<file path="src/rtl/tcc_pkg.sv">
// Shared types for the timer capture/compare channel.
// Assumes: control layout is {action[1:0], edge[1:0], mode}, mode in bit 0.
package tcc_pkg;
    localparam int CTRL_W = 5;

    typedef enum logic {
        MODE_CAP = 1'b0,
        MODE_CMP = 1'b1
    } mode_e;

    typedef enum logic [1:0] {
        EDGE_NONE = 2'b00,
        EDGE_RISE = 2'b01,
        EDGE_FALL = 2'b10,
        EDGE_BOTH = 2'b11
    } edge_e;

    typedef enum logic [1:0] {
        ACT_NONE = 2'b00,
        ACT_SET  = 2'b01,
        ACT_CLR  = 2'b10,
        ACT_TGL  = 2'b11
    } act_e;

    typedef struct packed {
        act_e  act;
        edge_e edge_sel;
        mode_e mode;
    } ctrl_t;
endpackage

</file>
<file path="src/rtl/tcc_edge_det.sv">
// Edge detector for the capture input.
// Optional synchronizer stages (SYNC_STAGES = 0 means the input is already
// synchronous). Flags a hit in the cycle the selected transition is seen.
module tcc_edge_det
    import tcc_pkg::*;
#(
    parameter int SYNC_STAGES = 0
) (
    input  logic  clk,
    input  logic  rst_n,
    input  logic  evt_in,
    input  edge_e edge_sel,
    output logic  evt_hit
);
    logic evt_s;
    logic prev_q;

    generate
        if (SYNC_STAGES == 0) begin : g_direct
            assign evt_s = evt_in;
        end else begin : g_sync
            logic [SYNC_STAGES-1:0] sync_q;
            // Shift the raw input through the synchronizer chain.
            always_ff @(posedge clk) begin
                if (!rst_n) sync_q <= '0;
                else        sync_q <= {sync_q[SYNC_STAGES-2 >= 0 ? SYNC_STAGES-2 : 0:0], evt_in};
            end
            assign evt_s = sync_q[SYNC_STAGES-1];
        end
    endgenerate

    // Remember the last seen level of the input.
    always_ff @(posedge clk) begin
        if (!rst_n) prev_q <= 1'b0;
        else        prev_q <= evt_s;
    end

    // Decode the selected transition.
    always_comb begin
        unique case (edge_sel)
            EDGE_RISE: evt_hit = evt_s & ~prev_q;
            EDGE_FALL: evt_hit = ~evt_s & prev_q;
            EDGE_BOTH: evt_hit = evt_s ^ prev_q;
            default:   evt_hit = 1'b0;
        endcase
    end
endmodule

</file>
<file path="src/rtl/tcc_cap_buf.sv">
// Two-entry capture holding buffer with a sticky overrun flag.
// Assumes push/pop are already qualified by capture mode. Flush wins over
// push and pop. A push into a full buffer replaces the newer entry.
module tcc_cap_buf #(
    parameter int TW = 16
) (
    input  logic          clk,
    input  logic          rst_n,
    input  logic          flush,
    input  logic          push,
    input  logic          pop,
    input  logic [TW-1:0] din,
    output logic [TW-1:0] head,
    output logic          overrun
);
    logic [TW-1:0] ent0_q, ent1_q;
    logic [1:0]    cnt_q;

    // Update entries and occupancy for push/pop/flush.
    always_ff @(posedge clk) begin
        if (!rst_n || flush) begin
            ent0_q <= '0;
            ent1_q <= '0;
            cnt_q  <= 2'd0;
        end else begin
            unique case ({push, pop})
                2'b10: begin
                    if (cnt_q == 2'd0) begin
                        ent0_q <= din;
                        cnt_q  <= 2'd1;
                    end else begin
                        ent1_q <= din;
                        cnt_q  <= 2'd2;
                    end
                end
                2'b01: begin
                    if (cnt_q == 2'd2) begin
                        ent0_q <= ent1_q;
                        cnt_q  <= 2'd1;
                    end else begin
                        cnt_q  <= 2'd0;
                    end
                end
                2'b11: begin
                    if (cnt_q == 2'd2) begin
                        ent0_q <= ent1_q;
                        ent1_q <= din;
                    end else begin
                        ent0_q <= din;
                        cnt_q  <= 2'd1;
                    end
                end
                default: ;
            endcase
        end
    end

    // Sticky overrun: set by a push into a full buffer with no pop.
    always_ff @(posedge clk) begin
        if (!rst_n || flush)                          overrun <= 1'b0;
        else if (push && !pop && cnt_q == 2'd2)       overrun <= 1'b1;
    end

    assign head = (cnt_q == 2'd0) ? '0 : ent0_q;
endmodule

</file>
<file path="src/rtl/tcc_cmp_unit.sv">
// Compare unit: holds the match value and drives the output pin.
// Assumes enable is high only in compare mode. A write takes effect for the
// next cycle; the current cycle compares against the old value.
module tcc_cmp_unit
    import tcc_pkg::*;
#(
    parameter int TW = 16
) (
    input  logic          clk,
    input  logic          rst_n,
    input  logic          enable,
    input  act_e          act,
    input  logic          wr_match,
    input  logic [TW-1:0] wr_val,
    input  logic [TW-1:0] timer_val,
    output logic [TW-1:0] match_val,
    output logic          hit,
    output logic          pin_out
);
    // Replace the match value on a write (no buffering).
    always_ff @(posedge clk) begin
        if (!rst_n)        match_val <= '0;
        else if (wr_match) match_val <= wr_val;
    end

    assign hit = enable && (timer_val == match_val);

    // Apply the selected pin action on a match.
    always_ff @(posedge clk) begin
        if (!rst_n) pin_out <= 1'b0;
        else if (hit) begin
            unique case (act)
                ACT_SET: pin_out <= 1'b1;
                ACT_CLR: pin_out <= 1'b0;
                ACT_TGL: pin_out <= ~pin_out;
                default: pin_out <= pin_out;
            endcase
        end
    end
endmodule

</file>
<file path="src/rtl/tcc_channel.sv">
// Top of the timer capture/compare channel: control register, read mux,
// interrupt register. Assumes timer_val and evt_in are in the clk domain.
module tcc_channel
    import tcc_pkg::*;
#(
    parameter int TW          = 16,
    parameter int SYNC_STAGES = 0
) (
    input  logic              clk,
    input  logic              rst_n,
    input  logic [TW-1:0]     timer_val,
    input  logic              evt_in,
    input  logic              wr_en,
    input  logic              wr_sel,
    input  logic [TW-1:0]     wr_data,
    input  logic              rd_pop,
    output logic [CTRL_W-1:0] ctrl_rd,
    output logic [TW-1:0]     time_rd,
    output logic              pin_out,
    output logic              irq,
    output logic              overrun
);
    ctrl_t         ctrl_q;
    logic          ctrl_wr, time_wr, is_cmp;
    logic          evt_hit, cap_push, cmp_hit;
    logic [TW-1:0] cap_head, match_val;

    assign ctrl_wr  = wr_en && !wr_sel;
    assign is_cmp   = (ctrl_q.mode == MODE_CMP);
    assign time_wr  = wr_en && wr_sel && is_cmp;
    assign cap_push = !is_cmp && evt_hit && !ctrl_wr;

    // Hold the control register.
    always_ff @(posedge clk) begin
        if (!rst_n)       ctrl_q <= '0;
        else if (ctrl_wr) ctrl_q <= ctrl_t'(wr_data[CTRL_W-1:0]);
    end

    tcc_edge_det #(.SYNC_STAGES(SYNC_STAGES)) edge_i (
        .clk      (clk),
        .rst_n    (rst_n),
        .evt_in   (evt_in),
        .edge_sel (ctrl_q.edge_sel),
        .evt_hit  (evt_hit)
    );

    tcc_cap_buf #(.TW(TW)) buf_i (
        .clk     (clk),
        .rst_n   (rst_n),
        .flush   (ctrl_wr),
        .push    (cap_push),
        .pop     (rd_pop && !is_cmp),
        .din     (timer_val),
        .head    (cap_head),
        .overrun (overrun)
    );

    tcc_cmp_unit #(.TW(TW)) cmp_i (
        .clk       (clk),
        .rst_n     (rst_n),
        .enable    (is_cmp),
        .act       (ctrl_q.act),
        .wr_match  (time_wr),
        .wr_val    (wr_data),
        .timer_val (timer_val),
        .match_val (match_val),
        .hit       (cmp_hit),
        .pin_out   (pin_out)
    );

    // One-cycle interrupt for each accepted capture or compare match.
    always_ff @(posedge clk) begin
        if (!rst_n) irq <= 1'b0;
        else        irq <= cap_push | cmp_hit;
    end

    assign ctrl_rd = ctrl_q;
    assign time_rd = is_cmp ? match_val : cap_head;
endmodule

</file>
<file path="config.mk">
export PLATFORM = sky130hd
export DESIGN_NAME = tcc_channel
export DESIGN_NICKNAME = d
export VERILOG_FILES = /design/src/rtl/tcc_pkg.sv /design/src/rtl/tcc_edge_det.sv /design/src/rtl/tcc_cap_buf.sv /design/src/rtl/tcc_cmp_unit.sv /design/src/rtl/tcc_channel.sv
export SDC_FILE = /design/constraint.sdc
export NUM_CORES = 1
export LEC_CHECK = 0
export ABC_AREA = 0
export BUFFER_PORTS_ARGS = -buffer_cell sky130_fd_sc_hd__buf_2
export CAP_MARGIN = 20
export CORE_MARGIN = 2
export CORE_UTILIZATION = 40
export DETAILED_ROUTE_END_ITERATION = 16
export PLACE_DENSITY_LB_ADDON = 0.2
export SLEW_MARGIN = 20
export SYNTH_ARGS = -nofsm -noshare
export SYNTH_HDL_FRONTEND = slang
export SYNTH_HIERARCHICAL = 1
export SYNTH_SLANG_ARGS = --single-unit
</file>
<file path="constraint.sdc">
create_clock -name clk -period 4 [get_ports clk]
set_clock_uncertainty 0.1 [all_clocks]
set_input_delay 0.8 -clock clk [delete_from_list [all_inputs] [get_ports clk]]
set_output_delay 0.8 -clock clk [all_outputs]
set_load 0.01 [all_outputs]
</file>
* Word-level counts from Yosys, hierarchy flattened
Cells that the tools add are included.
** Word-level totals
- Bits in registers :: 59
- Bits in latches :: 0
- Bits in writable memories :: 0
- ROM bits :: 0
- Word-level logic and storage cells :: 72
- Memories kept :: 0
** Cells by class
- Add/subtract/negate cells :: 0
- Multipliers :: 0
- Div/mod/pow operators :: 0
- Order comparisons :: 0
- Equal/unequal tests :: 16
- Shift-type cells :: 0
- Mux-type cells :: 15
- Bitwise gates (word level) :: 7
- Reductions and logical operators :: 23
** Operator list (count)
- $mux 16 :: 7
- $pmux 16 s3 :: 1
- $pmux 16 s2 :: 1
- $eq 16x16->1 :: 1
- $eq 2x2->1 const B :: 7
- $logic_and 1x1->1 :: 9
- $eq 2x1->1 const B :: 3
- $ne 2x1->1 const B :: 3
- $pmux 1 s3 :: 2
- $pmux 2 s3 :: 1
- $reduce_and 3->1 :: 2
- $reduce_bool 3->1 :: 2
- $logic_not 1->1 :: 5
- $mux 2 :: 2
- $ne 2x2->1 const B :: 2
- $reduce_and 2->1 :: 2
- $not 1->1 :: 3
- $and 1x1->1 :: 2
- $logic_not 2->1 :: 1
- $reduce_bool 2->1 :: 1
- $logic_or 1x1->1 :: 1
- $mux 1 :: 1
- $or 1x1->1 :: 1
- $xor 1x1->1 :: 1

* Logic depth before layout (Yosys ltp)
- Depth in word-level cells :: 8
- Mapped depth :: 11
- Depth with buffers taken out :: 9

* Hierarchy
Netlist, hierarchy kept.
** Modules (own cells, without submodules)
- tcc_cap_buf :: instances 1, cells each 216, area each 1939.4 sq um, sequential area each 700.7 sq um
- tcc_cmp_unit :: instances 1, cells each 80, area each 825.8 sq um, sequential area each 340.3 sq um
- tcc_channel :: instances 1, cells each 41, area each 473.0 sq um, sequential area each 120.1 sq um
- tcc_edge_det :: instances 1, cells each 11, area each 85.1 sq um, sequential area each 20.0 sq um

* Least setup slack after synthesis
No wires, ideal clock.
- Path type :: input -> register
- Start point :: in evt_in
- End point :: reg buf_i.ent0_q[5]
- Library setup time :: 88 ps
- Arrival time :: 2424 ps
- Required time :: 3812 ps
- Slack :: 1388 ps
- Cell stages on the path :: 10
- Path buffers :: 2
- Cell sequence :: inv_1 ha_1 nor2b_1 o21ai_1 o21ai_1 nor3b_4 buf_2 clkbuf_1 a221oi_1 a311oi_2
** On the way
- Longest elaborated chain between the ends :: 8
- Elaborated cells on any way between the ends :: 15
- Those cells by class :: 5 x eq/ne; 2 x mux; 4 x bitwise; 4 x reduce/logical
** RTL lines
- from (decl) :: RTL line tcc_channel.sv:12 : input logic evt_in,
- $not 1->1 :: RTL line tcc_edge_det.sv:42 : EDGE_FALL: evt_hit = ~evt_s & prev_q;
- $and 1x1->1 :: RTL line tcc_edge_det.sv:42
- $pmux 1 s3 (*) :: RTL line tcc_edge_det.sv:40 : unique case (edge_sel)
- named net evt_hit :: RTL line tcc_channel.sv:25 : logic evt_hit, cap_push, cmp_hit;
- $logic_and 1x1->1 (*) (2 in a row) :: RTL line tcc_channel.sv:31 : assign cap_push = !is_cmp && evt_hit && !ctrl_wr;
- named net cap_push :: RTL line tcc_channel.sv:25
- $eq 2x1->1 / $eq 2x2->1 (equally long branches) :: RTL line tcc_cap_buf.sv:26 : unique case ({push, pop})
- $ne 2x1->1 (no source line) / $reduce_bool 3->1 (equally long branches)
- $reduce_and 3->1 (no source line)
- to (signal assigned) :: RTL line tcc_cap_buf.sv:29 : ent0_q <= din;
- to (signal assigned) :: RTL line tcc_cap_buf.sv:38 : ent0_q <= ent1_q;
- to (signal assigned) :: RTL line tcc_cap_buf.sv:46 : ent0_q <= ent1_q;
- to (decl) :: RTL line tcc_cap_buf.sv:16 : logic [TW-1:0] ent0_q, ent1_q;
The timed path passes the listed nets; every way through them passes the cells marked *.
A chain may end at the register's enable or synchronous reset.

* Worst setup path after layout
- Start point :: reg buf_i.cnt_q[1]
- End point :: out time_rd[13]
** On the way
- Longest elaborated chain between the ends :: 3
** RTL lines
- from (decl) :: RTL line tcc_cap_buf.sv:17 : logic [1:0] cnt_q;
- from (signal assigned) :: RTL line tcc_cap_buf.sv:24 : cnt_q <= 2'd0;
- from (signal assigned) :: RTL line tcc_cap_buf.sv:30 : cnt_q <= 2'd1;
- from (signal assigned) :: RTL line tcc_cap_buf.sv:33 : cnt_q <= 2'd2;
- $logic_not 2->1 :: RTL line tcc_cap_buf.sv:64 : assign head = (cnt_q == 2'd0) ? '0 : ent0_q;
- $mux 16 :: RTL line tcc_cap_buf.sv:64
- named net cap_head[13] :: RTL line tcc_channel.sv:26 : logic [TW-1:0] cap_head, match_val;
- $mux 16 :: RTL line tcc_channel.sv:78 : assign time_rd = is_cmp ? match_val : cap_head;
- to (decl) :: RTL line tcc_channel.sv:18 : output logic [TW-1:0] time_rd,
The timed path passes the listed nets, and every way through them passes these cells.

==> results.py <==
metrics = {
    "status": {
        "outcome": "finished, final reports clean",
    },
    "worst_setup_path": {
        "timing.critical_path.from": "buf_i/cnt_q[1]",
        "setup.worst_path.end_class": "output pin",
        "startpoint_type": "register",
        "critical_path_class": "register to output pin",
        "critical_path.n_buffers_inverters": 1,
        "arrival_time_reported_for_the_critical_path_endpoint_ps": 2000,
        "critical_path.top_delay_family": "simple AND/OR/NAND/NOR gates",
        "path_max_fanout": 24,
        "crit_path_cell_trace": "or2_1 > and2_1 > mux2_2 > buf_2",
        "timing.critical_path.slowest_cell_delay_ps": 610,
        "regToRegStartpoint": "is_cmp",
        "worstPathRequired_ps": 3100,
        "timing.critical_path.slowest_stage_cell": "or2_1",
    },
    "cells_and_area": {
        "top_library_cells_by_usage_in_the_layout_fill_and_taps_aside": "buf_2 (61), dfxtp_1 (59), nor2b_1 (23), mux2i_1 (21), nand4_1 (20)",
        "stdcell_area_sq_um": 3870,
        "fillers": 795,
        "layout_cells_sized_above_1_pct": 30.48,
        "num-nets-final": 432,
        "area_delta_synth_final_pct": 16.45,
        "antennaDiodeCount": 0,
        "final_common_cell": "buf_2",
    },
    "synthesis": {
        "netlist_top_cells_area": "dfxtp_1 (36%), mux2i_1 (6.3%), mux2_2 (5.4%)",
        "synth.distinct_cells": 46,
        "post_synth_xor_area_fraction_pct": 4.480,
        "synth_cells": 348,
        "combinational_family_with_the_most_area_after_synthesis": "compound AO/OA/AOI/OAI gates",
        "synth_area_leader_cell": "dfxtp_1",
        "syn-mean-instance-area_sq_um": 9.549,
        "synth_ff_type": "dfxtp_1",
        "ys.warnings.count": 6,
        "postSynthRegisterBits": 59,
        "synth_fa_ha_area_share_pct": 0.7530,
        "synth-edff-count": 0,
        "synth.top_cell.area_share_pct": 35.54,
        "synth.area.mux_share_pct": 12.20,
        "mappedNetlistNets": 388,
        "synth_async_sr_flop_share_pct": 0,
        "mapped_cell_area_sq_um": 3323,
        "synth_simple_gate_area_share_pct": 18.15,
        "synth.yosys.seq_area_share_pct": 35.54,
        "synth_compound_area_share_pct": 22.33,
    },
    "global_route": {
        "overall_track_demand_over_capacity_in_global_routing_pct": 19.54,
        "grt_pass1_wl_mm": 13.83,
        "grt_start_max_net_pins": 42,
        "grt.overflow.total": 0,
        "antenna_found_initial": 0,
        "grt_pass1_vias": 2762,
    },
    "floorplanning": {
        "pin_count": 62,
        "core_sq_um": 8134,
        "row_cnt": 33,
        "die_area_sq_um": 9054,
        "vertical_die_dimension_microns": 95.15,
        "initial_core_util_pct": 40.86,
        "die_w_microns": 95.15,
    },
    "drt": {
        "first_pass_iters": 4,
        "post_drt_via_cell_ratio": 5.679,
        "met3_length_microns": 517,
        "route.detailed.drc": 0,
        "drt-wirelength-per-cell_microns": 16.87,
        "routed-wl-met2_mm": 3.829,
        "antenna_violating_nets_post_route": 0,
        "postRouteWirelength_mm": 8.471,
        "top_layer": "met4",
        "routedLengthMet1_mm": 4.043,
        "detailedRoute.firstIterationViolations": 178,
        "detailroute.via_count": 2851,
    },
    "sta": {
        "setup_viol": 0,
        "setup_repair_after_global_routing_missed_its_margin": "false",
        "fin_crit_ps": 2897,
        "hold_viol": 0,
        "max_freq_mhz": 345.2,
        "worst-slew-pin-transition_ps": 835.9,
        "slew-limit-headroom_pct": 44.20,
        "setup-tns-final_ps": 0,
        "drv_slew": 0,
        "period_share_pct": 72.42,
        "final.hold.worst_slack_ps": 372.5,
    },
    "place": {
        "port_buffers": 61,
        "dpl.hpwl_mm": 6.151,
        "gp_weighted_congestion": 0.8038,
        "dpl-instance-area_sq_um": 3635,
    },
    "clocking": {
        "cts_root_buf": "clkbuf_8",
        "clock_insertion_delay_worst_skew_ps": 330,
        "max_buffers_root_to_sink": 2,
        "cts_sinks": 59,
        "cts-htree-levels": 3,
        "post_cts_hold_buffer_count": 0,
        "cts-buffers-inserted": 9,
        "clock_tree_from_tritoncts": "yes",
        "cts_resized": 0,
        "post-cts-setup-buffers": 0,
        "clkTransAtPathRegs_ps": 70,
    },
    "run": {
        "cap_violations": 0,
    },
    "pwr": {
        "p_comb_share_pct": 10.1,
        "total_leakage_power_nw": 1.368,
        "net-switching-power_mw": 0.3254,
        "vdd.ir_drop.worst_mv": 0.1943,
        "pwr-share-clk_pct": 45.3,
        "share_seq_of_total_power_pct": 44.6,
        "power.density_nw_per_um2": 352.6,
        "sw_share_pct": 23.84,
        "internal_power_mw": 1.039,
    },
    "worst_hold_path": {
        "min-delay-start": "buf_i/ent1_q[2]",
        "worst_hold_path_type": "register to register",
    },
}
==> stage by stage <==
stage	cells	util, %	setup WS (ps)	total power [mW]
after CTS	501	47.49	1082	1.376
after detailed placement	485	44.69	981.5	0.7595
final	502	47.58	1103	1.365
after global placement	485	44.69	998.8	0.7586
after global routing	502	47.58	928.0	1.419
after floorplan	348	-	1388	0.7104
==> final timing paths <==
| kind | endpoint | slack [ps] | depth (start not counted) |
|---|---|---|---|
| worst min-delay path | buf_i/ent1_q[2] | 370 | 2 |
| worst max register to register | buf_i/ent0_q[6] | 1580 | 5 |
| worst max-delay path | time_rd[13] | 1100 | 4 |
| worst min register to register | buf_i/ent1_q[2] | 370 | 2 |
==> cell type report <==
cell class / instances / area [sq um] / area share (%)
Tap cell: 105 / 131.4 / 3.395
Inverter: 6 / 22.52 / 0.5820
Clock buffer: 12 / 155.1 / 4.009
Sequential cell: 59 / 1181 / 30.52
Timing Repair Buffer: 71 / 380.4 / 9.829
Clock inverter: 4 / 72.57 / 1.875
Multi-Input combinational cell: 245 / 1927 / 49.79
==> synthesized netlist by cell type, types with 2 or more instances <==
library cell,instances
dfxtp_1,59
nor2b_1,24
mux2i_1,21
nand4_1,20
and2_1,18
clkbuf_1,17
nand3_1,17
a21oi_1,16
a221oi_1,16
mux2_2,16
o31ai_1,16
xnor2_1,16
o211ai_1,15
buf_2,13
a311oi_2,10
a311oi_1,5
nor2_1,5
inv_1,4
buf_1,3
buf_6,3
nand2_1,3
a31oi_1,2
ha_1,2
inv_2,2
nand2b_1,2
o21a_1,2
o21ai_1,2
==> power by group through the flow <==
stage	Sequential, mW	Clock (mW)	Combinational (mW)
after floorplan	0.617	0	0.0932
after global placement	0.621	0	0.137
after detailed placement	0.622	0	0.138
after CTS	0.608	0.629	0.138
after global routing	0.610	0.658	0.151
final	0.608	0.618	0.138
==> flip-flops by register name (all words and copies together) (netlist names) <==
signal           count
edge_i/prev_q        1
buf_i/cnt_q          2
cmp_i/pin_out        1
buf_i/ent1_q        16
ctrl_rd              4
irq                  1
cmp_i/match_val     16
buf_i/ent0_q        16
is_cmp               1
buf_i/overrun        1
==> logic make-up (layout without fill, tap and decap cells) <==
kind of cell | count (synthesis) | in the layout
and+or+nand+nor | 98 | 98
AOI/OAI and AO/OA | 90 | 90
DFF | 59 | 59
buffers and inverters | 44 | 93
muxes | 38 | 38
xor gates and xnor gates | 17 | 17
adders and majority gates | 2 | 2
==> tightest hold or removal path: stages, from the launching register on <==
cell	delay [ps]
dfxtp_1	310
o31ai_1	60
a21oi_1	60
==> layer usage <==
metal,vias to the layer above,global-route usage (%)
li1,1398,-
met4,0,6.763
met1,1343,26.45
met2,106,30.58
met5,-,0
met3,4,4.427
Note: power is estimated with default switching activity, not from simulation.
